### src/rtl/aes_ks_pkg.sv
package aes_ks_pkg;

    localparam int NR_128  = 10;
    localparam int WORD_W  = 32;
    localparam int NK      = 4;
    localparam int KEY_W   = WORD_W * NK;
    localparam int BYTE_W  = 8;

    typedef logic [WORD_W-1:0] word_t;
    typedef logic [KEY_W-1:0]  key_t;

    // w0 is the first schedule word and occupies the top bits
    typedef struct packed {
        word_t w0;
        word_t w1;
        word_t w2;
        word_t w3;
    } rkey_s;

    typedef enum logic [1:0] {KS_IDLE, KS_GEN, KS_RUN} ks_state_e;
    typedef enum logic       {WALK_FWD, WALK_BWD}      walk_e;
    typedef enum logic [1:0] {SEL_HOLD, SEL_BASE, SEL_TAIL, SEL_STEP} cur_sel_e;

    function automatic logic [7:0] gf_xtime(input logic [7:0] a);
        return {a[6:0], 1'b0} ^ (a[7] ? 8'h1b : 8'h00);
    endfunction

    function automatic logic [7:0] gf_mul(input logic [7:0] a, input logic [7:0] b);
        logic [7:0] acc;
        logic [7:0] p;
        acc = 8'h00;
        p   = a;
        for (int i = 0; i < 8; i++) begin
            if (b[i]) acc = acc ^ p;
            p = gf_xtime(p);
        end
        return acc;
    endfunction

    // a^254 is the field inverse (and maps 0 to 0)
    function automatic logic [7:0] gf_inv(input logic [7:0] a);
        logic [7:0] sq;
        logic [7:0] r;
        sq = a;
        r  = 8'h01;
        for (int i = 0; i < 7; i++) begin
            sq = gf_mul(sq, sq);
            r  = gf_mul(r, sq);
        end
        return r;
    endfunction

    function automatic logic [7:0] sbox_byte(input logic [7:0] a);
        logic [7:0] v;
        v = gf_inv(a);
        return v ^ {v[6:0], v[7]} ^ {v[5:0], v[7:6]} ^ {v[4:0], v[7:5]}
                 ^ {v[3:0], v[7:4]} ^ 8'h63;
    endfunction

    function automatic logic [7:0] rcon_byte(input logic [3:0] idx);
        logic [7:0] r;
        r = 8'h01;
        for (int i = 0; i < 15; i++) begin
            if (4'(i) < idx) r = gf_xtime(r);
        end
        return r;
    endfunction

endpackage

### src/rtl/ks_subword.sv
module ks_subword
    import aes_ks_pkg::*;
#(
    parameter int LANES = NK
) (
    input  logic [LANES*BYTE_W-1:0] din,
    output logic [LANES*BYTE_W-1:0] dout
);
    for (genvar g = 0; g < LANES; g++) begin : g_lane
        assign dout[g*BYTE_W +: BYTE_W] = sbox_byte(din[g*BYTE_W +: BYTE_W]);
    end
endmodule

### src/rtl/ks_step.sv
module ks_step
    import aes_ks_pkg::*;
(
    input  rkey_s      cur,
    input  walk_e      walk,
    input  logic [3:0] rc_idx,
    output rkey_s      nxt
);
    word_t back3;
    word_t sw_in;
    word_t rot;
    word_t sub;
    word_t fmix;

    // Backward walk: the previous key's last word is cur.w3 ^ cur.w2
    assign back3 = cur.w3 ^ cur.w2;
    assign sw_in = (walk == WALK_BWD) ? back3 : cur.w3;
    assign rot   = {sw_in[23:0], sw_in[31:24]};

    ks_subword #(.LANES(NK)) u_sub (
        .din  (rot),
        .dout (sub)
    );

    assign fmix = sub ^ {rcon_byte(rc_idx), 24'h000000};

    always_comb begin
        if (walk == WALK_FWD) begin
            nxt.w0 = cur.w0 ^ fmix;
            nxt.w1 = cur.w1 ^ nxt.w0;
            nxt.w2 = cur.w2 ^ nxt.w1;
            nxt.w3 = cur.w3 ^ nxt.w2;
        end else begin
            nxt.w3 = back3;
            nxt.w2 = cur.w2 ^ cur.w1;
            nxt.w1 = cur.w1 ^ cur.w0;
            nxt.w0 = cur.w0 ^ fmix;
        end
    end
endmodule

### src/rtl/ks_keyregs.sv
module ks_keyregs
    import aes_ks_pkg::*;
(
    input  logic     clk,
    input  logic     rst,
    input  key_t     key_in,
    input  logic     base_we,
    input  logic     tail_we,
    input  cur_sel_e cur_sel,
    input  rkey_s    step_key,
    output rkey_s    cur_key
);
    rkey_s base_q;
    rkey_s tail_q;
    rkey_s cur_q;

    always_ff @(posedge clk) begin
        if (rst) begin
            base_q <= '0;
            tail_q <= '0;
            cur_q  <= '0;
        end else begin
            if (base_we) base_q <= rkey_s'(key_in);
            if (tail_we) tail_q <= step_key;
            case (cur_sel)
                SEL_BASE: cur_q <= base_q;
                SEL_TAIL: cur_q <= tail_q;
                SEL_STEP: cur_q <= step_key;
                default:  cur_q <= cur_q;
            endcase
        end
    end

    assign cur_key = cur_q;
endmodule

### src/rtl/ks_ctrl.sv
module ks_ctrl
    import aes_ks_pkg::*;
#(
    parameter int ROUNDS = NR_128,
    localparam int CNT_W = $clog2(ROUNDS + 1)
) (
    input  logic             clk,
    input  logic             rst,
    input  logic             key_load,
    input  logic             start,
    input  logic             dir_dec,
    input  logic             advance,
    input  logic             dkgen,
    output cur_sel_e         cur_sel,
    output logic             base_we,
    output logic             tail_we,
    output walk_e            walk,
    output logic [3:0]       rc_idx,
    output logic             rkey_valid,
    output logic [CNT_W-1:0] round_idx,
    output logic             dec_ready,
    output logic             dec_err,
    output logic             gen_busy
);
    localparam logic [CNT_W-1:0] LAST = CNT_W'(ROUNDS);

    ks_state_e        state_q;
    logic [CNT_W-1:0] cnt_q;
    walk_e            walk_q;
    logic             ready_q;
    logic             err_q;

    logic idle, acc_load, acc_gen, acc_start, acc_enc, acc_dec, bad_dec;
    logic run_step, gen_step, gen_last, enc_last;

    assign idle      = (state_q == KS_IDLE);
    assign acc_load  = idle & key_load;
    assign acc_gen   = idle & ~key_load & dkgen;
    assign acc_start = idle & ~key_load & ~dkgen & start;
    assign acc_enc   = acc_start & ~dir_dec;
    assign acc_dec   = acc_start & dir_dec & ready_q;
    assign bad_dec   = acc_start & dir_dec & ~ready_q;

    assign gen_step  = (state_q == KS_GEN);
    assign run_step  = (state_q == KS_RUN) & advance & (cnt_q != LAST);
    assign gen_last  = gen_step & (cnt_q == LAST - 1'b1);
    assign enc_last  = run_step & (walk_q == WALK_FWD) & (cnt_q == LAST - 1'b1);

    always_comb begin
        if (acc_gen || acc_enc)          cur_sel = SEL_BASE;
        else if (acc_dec)                cur_sel = SEL_TAIL;
        else if (gen_step || run_step)   cur_sel = SEL_STEP;
        else                             cur_sel = SEL_HOLD;
    end

    assign base_we = acc_load;
    assign tail_we = gen_last | enc_last;
    assign walk    = walk_q;
    assign rc_idx  = (walk_q == WALK_BWD) ? 4'(LAST - 1'b1 - cnt_q) : 4'(cnt_q);

    always_ff @(posedge clk) begin
        if (rst) begin
            state_q <= KS_IDLE;
            cnt_q   <= '0;
            walk_q  <= WALK_FWD;
            ready_q <= 1'b0;
            err_q   <= 1'b0;
        end else begin
            case (state_q)
                KS_IDLE: begin
                    if (acc_load) begin
                        ready_q <= 1'b0;
                        err_q   <= 1'b0;
                    end else if (acc_gen) begin
                        state_q <= KS_GEN;
                        cnt_q   <= '0;
                        walk_q  <= WALK_FWD;
                    end else if (acc_enc || acc_dec) begin
                        state_q <= KS_RUN;
                        cnt_q   <= '0;
                        walk_q  <= acc_dec ? WALK_BWD : WALK_FWD;
                        err_q   <= 1'b0;
                    end else if (bad_dec) begin
                        err_q   <= 1'b1;
                    end
                end
                KS_GEN: begin
                    if (gen_last) begin
                        state_q <= KS_IDLE;
                        cnt_q   <= '0;
                        ready_q <= 1'b1;
                    end else begin
                        cnt_q   <= cnt_q + 1'b1;
                    end
                end
                KS_RUN: begin
                    if (advance) begin
                        if (cnt_q == LAST) begin
                            state_q <= KS_IDLE;
                            cnt_q   <= '0;
                            walk_q  <= WALK_FWD;
                        end else begin
                            cnt_q   <= cnt_q + 1'b1;
                        end
                    end
                    if (enc_last) ready_q <= 1'b1;
                end
                default: state_q <= KS_IDLE;
            endcase
        end
    end

    assign rkey_valid = (state_q == KS_RUN);
    assign round_idx  = (state_q == KS_RUN) ? cnt_q : '0;
    assign dec_ready  = ready_q;
    assign dec_err    = err_q;
    assign gen_busy   = gen_step;
endmodule

### src/rtl/aes_rkey_walker.sv
module aes_rkey_walker
    import aes_ks_pkg::*;
#(
    parameter int ROUNDS = NR_128
) (
    input  logic                         clk,
    input  logic                         rst,
    input  logic                         key_load,
    input  logic [127:0]                 key_in,
    input  logic                         dir_dec,
    input  logic                         start,
    input  logic                         advance,
    input  logic                         dkgen,
    output logic [127:0]                 rkey,
    output logic                         rkey_valid,
    output logic [$clog2(ROUNDS+1)-1:0]  round_idx,
    output logic                         dec_ready,
    output logic                         dec_err,
    output logic                         gen_busy
);
    cur_sel_e   cur_sel;
    logic       base_we;
    logic       tail_we;
    walk_e      walk;
    logic [3:0] rc_idx;
    rkey_s      cur_key;
    rkey_s      step_key;

    ks_ctrl #(.ROUNDS(ROUNDS)) u_ctrl (
        .clk        (clk),
        .rst        (rst),
        .key_load   (key_load),
        .start      (start),
        .dir_dec    (dir_dec),
        .advance    (advance),
        .dkgen      (dkgen),
        .cur_sel    (cur_sel),
        .base_we    (base_we),
        .tail_we    (tail_we),
        .walk       (walk),
        .rc_idx     (rc_idx),
        .rkey_valid (rkey_valid),
        .round_idx  (round_idx),
        .dec_ready  (dec_ready),
        .dec_err    (dec_err),
        .gen_busy   (gen_busy)
    );

    ks_step u_step (
        .cur    (cur_key),
        .walk   (walk),
        .rc_idx (rc_idx),
        .nxt    (step_key)
    );

    ks_keyregs u_regs (
        .clk      (clk),
        .rst      (rst),
        .key_in   (key_in),
        .base_we  (base_we),
        .tail_we  (tail_we),
        .cur_sel  (cur_sel),
        .step_key (step_key),
        .cur_key  (cur_key)
    );

    assign rkey = cur_key;
endmodule

### config.mk
export PLATFORM = sky130hd
export DESIGN_NAME = aes_rkey_walker
export DESIGN_NICKNAME = d
export VERILOG_FILES = /design/src/rtl/aes_ks_pkg.sv /design/src/rtl/ks_subword.sv /design/src/rtl/ks_step.sv /design/src/rtl/ks_keyregs.sv /design/src/rtl/ks_ctrl.sv /design/src/rtl/aes_rkey_walker.sv
export SDC_FILE = /design/constraint.sdc
export NUM_CORES = 2
export LEC_CHECK = 0
export BUFFER_PORTS_ARGS = -buffer_cell sky130_fd_sc_hd__clkbuf_2
export CAP_MARGIN = 20
export CORE_ASPECT_RATIO = 1.4
export CORE_MARGIN = 1
export CORE_UTILIZATION = 35
export DETAILED_ROUTE_END_ITERATION = 16
export SLEW_MARGIN = 10
export SYNTH_ARGS = -nofsm -noshare
export SYNTH_HDL_FRONTEND = slang
export SYNTH_SLANG_ARGS = --single-unit
### constraint.sdc
create_clock -name clk -period 21.3 [get_ports clk]
set_input_delay 4.26 -clock clk [delete_from_list [all_inputs] [get_ports clk]]
set_output_delay 4.26 -clock clk [all_outputs]
set_load 0.01 [all_outputs]
Yosys cells after proc, flatten, opt, wreduce, memory -nomap -nowiden
Index checks and enable logic that the tools add are counted.

Add/sub/neg operators: 2. $lt $le $gt $ge: 15. Eq/ne operators: 16. Mux-type cells: 878. Bitwise logic cells: 818. Reductions and logical operators: 13.

Operators by type and width (count): 8-bit two-way mux (434); 8-bit XOR (394); 8-bit by 5-bit XOR with 8-bit output (364); 5-bit two-way mux (382); 128-bit one-hot mux with 3 select lines (1); 32-bit XOR (8); 96-bit two-way mux (1); 4-bit two-way mux (12); 32-bit two-way mux (1); 4-bit less-than comparator, first input constant (7); 2-bit two-way mux (14); 7-bit two-way mux (4); 1-bit NOT, first input constant (28); 6-bit two-way mux (4); 1-bit two-way mux (17); 3-bit by 4-bit less-than comparator with 1-bit output, first input constant (4); 4-bit NOT (4); 1-bit AND (14); 3-bit two-way mux (4); 4-bit one-hot mux with 3 select lines (1); 2-bit inequality test, second input constant (5); 5-bit AND reduction (2); 3-bit nonzero test (3); 4-bit == test, second input constant (2); 19 further kinds (32).

Register bits: 393. Bits of input ports: 135. Output and inout port bits: 136.

Longest topological paths before layout
Depth in word-level cells: 141. Depth in mapped cells: 82. Mapped depth without buffers: 62.

Cells and area by module
Synthesis repeated with hierarchy kept, for this count alone.

Cells, all modules: 10006. Area, all modules: 77833.4 um^2.

By module, submodules not included: ks_subword (instances 1, cells an instance 7927, area an instance 57337.5 um^2, sequential area each 0.0 um^2); ks_keyregs (instances 1, cells an instance 1396, area an instance 15404.8 um^2, sequential area each 7687.4 um^2); ks_step (instances 1, cells an instance 578, area an instance 4254.1 um^2, sequential area each 0.0 um^2); ks_ctrl (instances 1, cells an instance 105, area an instance 837.1 um^2, sequential area each 180.2 um^2).

Least setup slack after synthesis
OpenSTA, ideal clock, no wires.

Path kind: reg-to-reg. Start: reg u_ctrl.walk_q (netlist: u_ctrl.walk). End: reg u_regs.cur_q, in the netlist u_regs.cur_key[79]. Setup time: 128 ps. Arrival time: 16915 ps. Required time: 21172 ps. Slack: 4257 ps. Stages on the path, launching flop included: 75. Path buffers: 21. Clock period less this slack: 17043 ps. Cells stage by stage: dfxtp_1 -> buf_6 -> buf_6 -> buf_6 -> buf_6 -> buf_6 -> buf_6 -> buf_6 -> buf_6 -> buf_6 -> buf_6 -> buf_4 -> buf_4 -> buf_2 -> buf_1 -> buf_2 -> nand2_1 -> xnor2_1 -> [39 not listed] -> a21oi_1 -> a21oi_1 -> xor2_1 -> xnor3_1 -> xor2_1 -> nor2b_1 -> xnor3_1 -> xnor3_1 -> xnor2_2 -> xor2_2 -> xnor2_1 -> xnor2_2 -> nor2_1 -> a21oi_1 -> xnor2_1 -> mux2_2 -> a222oi_1 -> nor2_1.

Longest elaborated chain between the ends: 134.

Ends and longest elaborated chain: start: declaration (RTL line ks_ctrl.sv:29) `walk_e walk_q;`; start signal: assignment (RTL line ks_ctrl.sv:81) `walk_q <= acc_dec ? WALK_BWD : WALK_FWD;`; 32-bit two-way mux (RTL line ks_step.sv:17) `assign sw_in = (walk == WALK_BWD) ? back3 : cur.w3;`; 5-bit two-way mux (RTL line aes_ks_pkg.sv:25) `return {a[6:0], 1'b0} ^ (a[7] ? 8'h1b : 8'h00);`; 8-bit by 5-bit XOR with 8-bit output (RTL line aes_ks_pkg.sv:25); 8-bit XOR (RTL line aes_ks_pkg.sv:34) `if (b[i]) acc = acc ^ p;`; 8-bit two-way mux (RTL line aes_ks_pkg.sv:34); 8-bit XOR (RTL line aes_ks_pkg.sv:34); 8-bit two-way mux (RTL line aes_ks_pkg.sv:34); 8-bit XOR (RTL line aes_ks_pkg.sv:34); [116 not listed]; 8-bit two-way mux (RTL line aes_ks_pkg.sv:34); 8-bit XOR (3 in a row) (RTL line aes_ks_pkg.sv:56) `return v ^ {v[6:0], v[7]} ^ {v[5:0], v[7:6]} ^ {v[4:0], v[7:5]}`; 8-bit XOR (RTL line aes_ks_pkg.sv:57) `^ {v[3:0], v[7:4]} ^ 8'h63;`; 32-bit XOR (RTL line ks_step.sv:25) `assign fmix = sub ^ {rcon_byte(rc_idx), 24'h000000};`; 32-bit XOR (RTL line ks_step.sv:29) `nxt.w0 = cur.w0 ^ fmix;`; 32-bit XOR (RTL line ks_step.sv:30) `nxt.w1 = cur.w1 ^ nxt.w0;`; 96-bit two-way mux (*) (RTL line ks_step.sv:28) `if (walk == WALK_FWD) begin`; 128-bit one-hot mux with 3 select lines (*) (RTL line ks_keyregs.sv:25) `case (cur_sel)`; end signal: assignment (RTL line ks_keyregs.sv:26) `SEL_BASE: cur_q <= base_q;`; end signal: assignment (RTL line ks_keyregs.sv:27) `SEL_TAIL: cur_q <= tail_q;`; end signal: assignment (RTL line ks_keyregs.sv:28) `SEL_STEP: cur_q <= step_key;`; end: declaration (RTL line ks_keyregs.sv:15) `rkey_s cur_q;`.

Mark *: on every way between the ends. The rest lies on a longest branch, timed or not. A chain may end at the register's enable or synchronous reset.

Worst setup path in the final report
Same ends and word-level chain as after synthesis.

==> flow_metrics.py <==
metrics = {
    "worst_setup_path": {
        "reg2reg_from": "u_ctrl.walk",
        "cp.required_ns": 21.78,
        "setup.worst_path.end_class": "flip-flop",
        "path_common_cell": "nand2_1",
        "worstSetupStartpointType": "flip-flop",
        "cp_max_fo": 44,
        "critical_path_class": "reg -> reg",
        "crit_slowest_cell": "xnor2_1",
        "arrival_ns": 20.46,
        "startpoint": "u_ctrl.walk",
        "critPathMaxStageDelay_ns": 0.89,
    },
    "synthesis": {
        "synth_edf_count": 0,
        "synth-seq-cells": 393,
        "synth_area_leaders": "xnor2_1 (19%), dfxtp_1 (9.9%), xnor3_1 (9.5%)",
        "synthCells": 10700,
        "synth_top_area_share_pct": 18.6,
        "synthArstFlopShare_pct": 0,
        "syn_area_per_cell_um2": 7.47,
        "synth_cell_types": 125,
        "synthFlopType": "dfxtp_1",
        "synth_seq_area_share_pct": 9.87,
        "synth_top_area_cell": "xnor2_1",
        "yosysWarnings": 0,
        "synth_nets": 10800,
        "netlist_area_um2": 79700,
    },
    "detailed_routing": {
        "firstDrtPassIters": 10,
        "drt_iter0_drc": 6978,
        "route.vias.total": 77100,
        "drc": 0,
        "ant_nets": 0,
        "routed_wl_um": 298000,
        "post_drt_wl_per_cell_um": 22.0,
        "avgViaCountPerCell": 5.68,
    },
    "sta": {
        "setup_tns_ns": 0,
        "setup_viol": 0,
        "min_period_ns": 19.98,
        "maxSlewHeadroom_pct": 22.4,
        "fin_crit_sh_pct": 93.8,
        "worst_pin_slew_ns": 1.16,
        "rsz0062_at_grt": "false",
        "fmax_mhz": 50.1,
        "final_hold_viol_count": 0,
        "hold_slack_ns": 0.453,
        "skew_ns": 0.0358,
        "slew_viol_final": 0,
    },
    "outcome": {
        "status": "finished, final reports clean",
    },
    "clock_network": {
        "holdBufCountCts": 0,
        "cts_max_level": 2,
        "cts.sinks": 393,
        "root_buffer": "clkbuf_16",
        "clk_path_buf_depth": 3,
        "cts_tree": "done",
        "clock_latency_ns": 0.62,
        "cts_buffers": 44,
        "clk_pin_slew_ns": 0.06,
    },
    "placed_design": {
        "gp_congestion": 0.954,
        "port_buffers": 270,
        "hpwl_um": 224000,
    },
    "global_route": {
        "overflow": 0,
        "grt_pass1_vias": 73500,
        "grt_pass1_wl_um": 453000,
        "antenna_found_initial": 19,
        "grt_max_degree": 120,
        "grt_usage_pct": 24.8,
    },
    "layout": {
        "multi_input_area_um2": 68100,
        "area_growth_syn_to_layout_pct": 7.52,
        "nets": 10700,
        "n_fill_cell": 23400,
        "seqCellArea_um2": 7870,
        "fin_util_pct": 38.0,
        "drive_above_1_share_pct": 10.5,
    },
    "floorplanning": {
        "fp.dieW_um": 405,
        "floorplan.initialDensity_pct": 35.3,
        "coreArea_um2": 226000,
        "die_y_um": 567,
        "fp-row-count": 206,
        "dieArea_um2": 230000,
        "io_pins": 271,
    },
    "worst_hold_path": {
        "min_path_type": "reg -> reg",
        "hold_start": "u_regs.tail_q[92]",
    },
    "job": {
        "drv_cap": 0,
    },
}
==> what timing repair did <==
| action | CTS | global route |
|---|---|---|
| endpoints found under the setup margin | 0 | 21 |
| resized for setup | 0 | 6 |
| buffers inserted | 0 | 0 |
==> flip-flops by register name (all words and copies together), names as in the netlist <==
register,flops
u_regs.cur_key,128
u_regs.base_q,128
u_regs.tail_q,128
u_ctrl.state_q,2
u_ctrl.dec_err,1
u_ctrl.dec_ready,1
u_ctrl.walk,1
u_ctrl.cnt_q,4
==> metal layers <==
metal | global-route usage, % | part of all wire (%) | vias to the layer above
li1 | - | - | 36400
met1 | 30.3 | 40 | 37100
met2 | 42.4 | 48 | 3010
met3 | 5.16 | 8.4 | 568
met4 | 9.22 | 4.0 | 28
met5 | 0 | 0.065 | -
==> through the flow <==
stage               instance area [um2]  setup slack (ns)  cells
floorplan                         79700              4.26  10700
global placement                  84100              1.41  13500
detailed placement                84100              1.20  13500
CTS                               85600              1.10  13600
global route                      85700            0.0930  13600
finish                            85700              1.32  13600
==> cells in the mapped netlist (85+ instances only) <==
cell type,instances
xnor2_1,1694
nor2_1,1429
nand2_1,1345
a21oi_1,878
xor2_1,532
clkbuf_1,525
o21ai_0,477
dfxtp_1,393
xnor3_1,337
mux2i_1,239
nor3_1,232
nand3_1,216
buf_2,159
o22ai_1,134
xnor2_2,115
inv_1,105
a211oi_1,86
nand2b_1,85
==> kinds of logic after synthesis <==
family          count (synthesis)  synth area share, %
mux                           307                 4.05
fa+ha+maj                      29                0.452
compound gates               2474                 19.7
simple gates                 3679                 19.7
flops                         393                 9.87
xor+xnor                     2846                 41.1
buf+inv                       941                 5.09
==> critical path, delay by kind of cell (launching register included) <==
family / cells / cell delay [ns]
AOI/OAI and AO/OA: 12 / 3.53
xor gates and xnor gates: 22 / 8.69
adders and majority gates: 3 / 1.91
buffers and inverters: 4 / 1.52
DFF: 1 / 0.57
muxes: 3 / 1.06
and+or+nand+nor: 11 / 2.50
==> layout by cell type (no fill, tap or decap), types with 49 or more instances in the layout <==
cell      count
xnor3_1     334
a21oi_1     877
a31oi_1      71
nor2b_1      64
xnor2_2     137
a211oi_1     86
mux2_2       55
xor3_1       52
nor3_1      231
nand3_1     216
mux2i_1     239
buf_4       333
o21ai_1      52
a22oi_1      68
o21ai_0     477
o22ai_1     134
inv_1       105
o211ai_1     74
xor2_1      528
xnor2_1    1669
nor2_1     1424
dfxtp_1     392
a221oi_1     73
a32oi_1      49
and2_1       60
nand2b_1     84
clkbuf_2    269
nand2_1    1343
a221o_1      64
o21a_1       53
==> path summary, 6_finish.rpt <==
kind                                      endpoint  slack [ns]  depth (start not counted)
worst min register to register   u_regs.tail_q[92]        0.45                          2
worst max register to register  u_regs.cur_key[79]        1.32                         55
worst min-delay path             u_regs.tail_q[92]        0.45                          2
worst max-delay path            u_regs.cur_key[79]        1.32                         55
==> cell type report <==
type	count	area share, %
repair buffers	609	4.64
clock inverters	15	0.232
diodes	7	0.0204
multi-input cells	9335	79.5
well taps	3016	4.40
clock buffers	64	1.45
flip-flops and latches	393	9.18
inverters	126	0.555
Power is left out: the tool's default activity adds up to more than one toggle a clock period on the data nets, which glitch-free logic cannot reach.
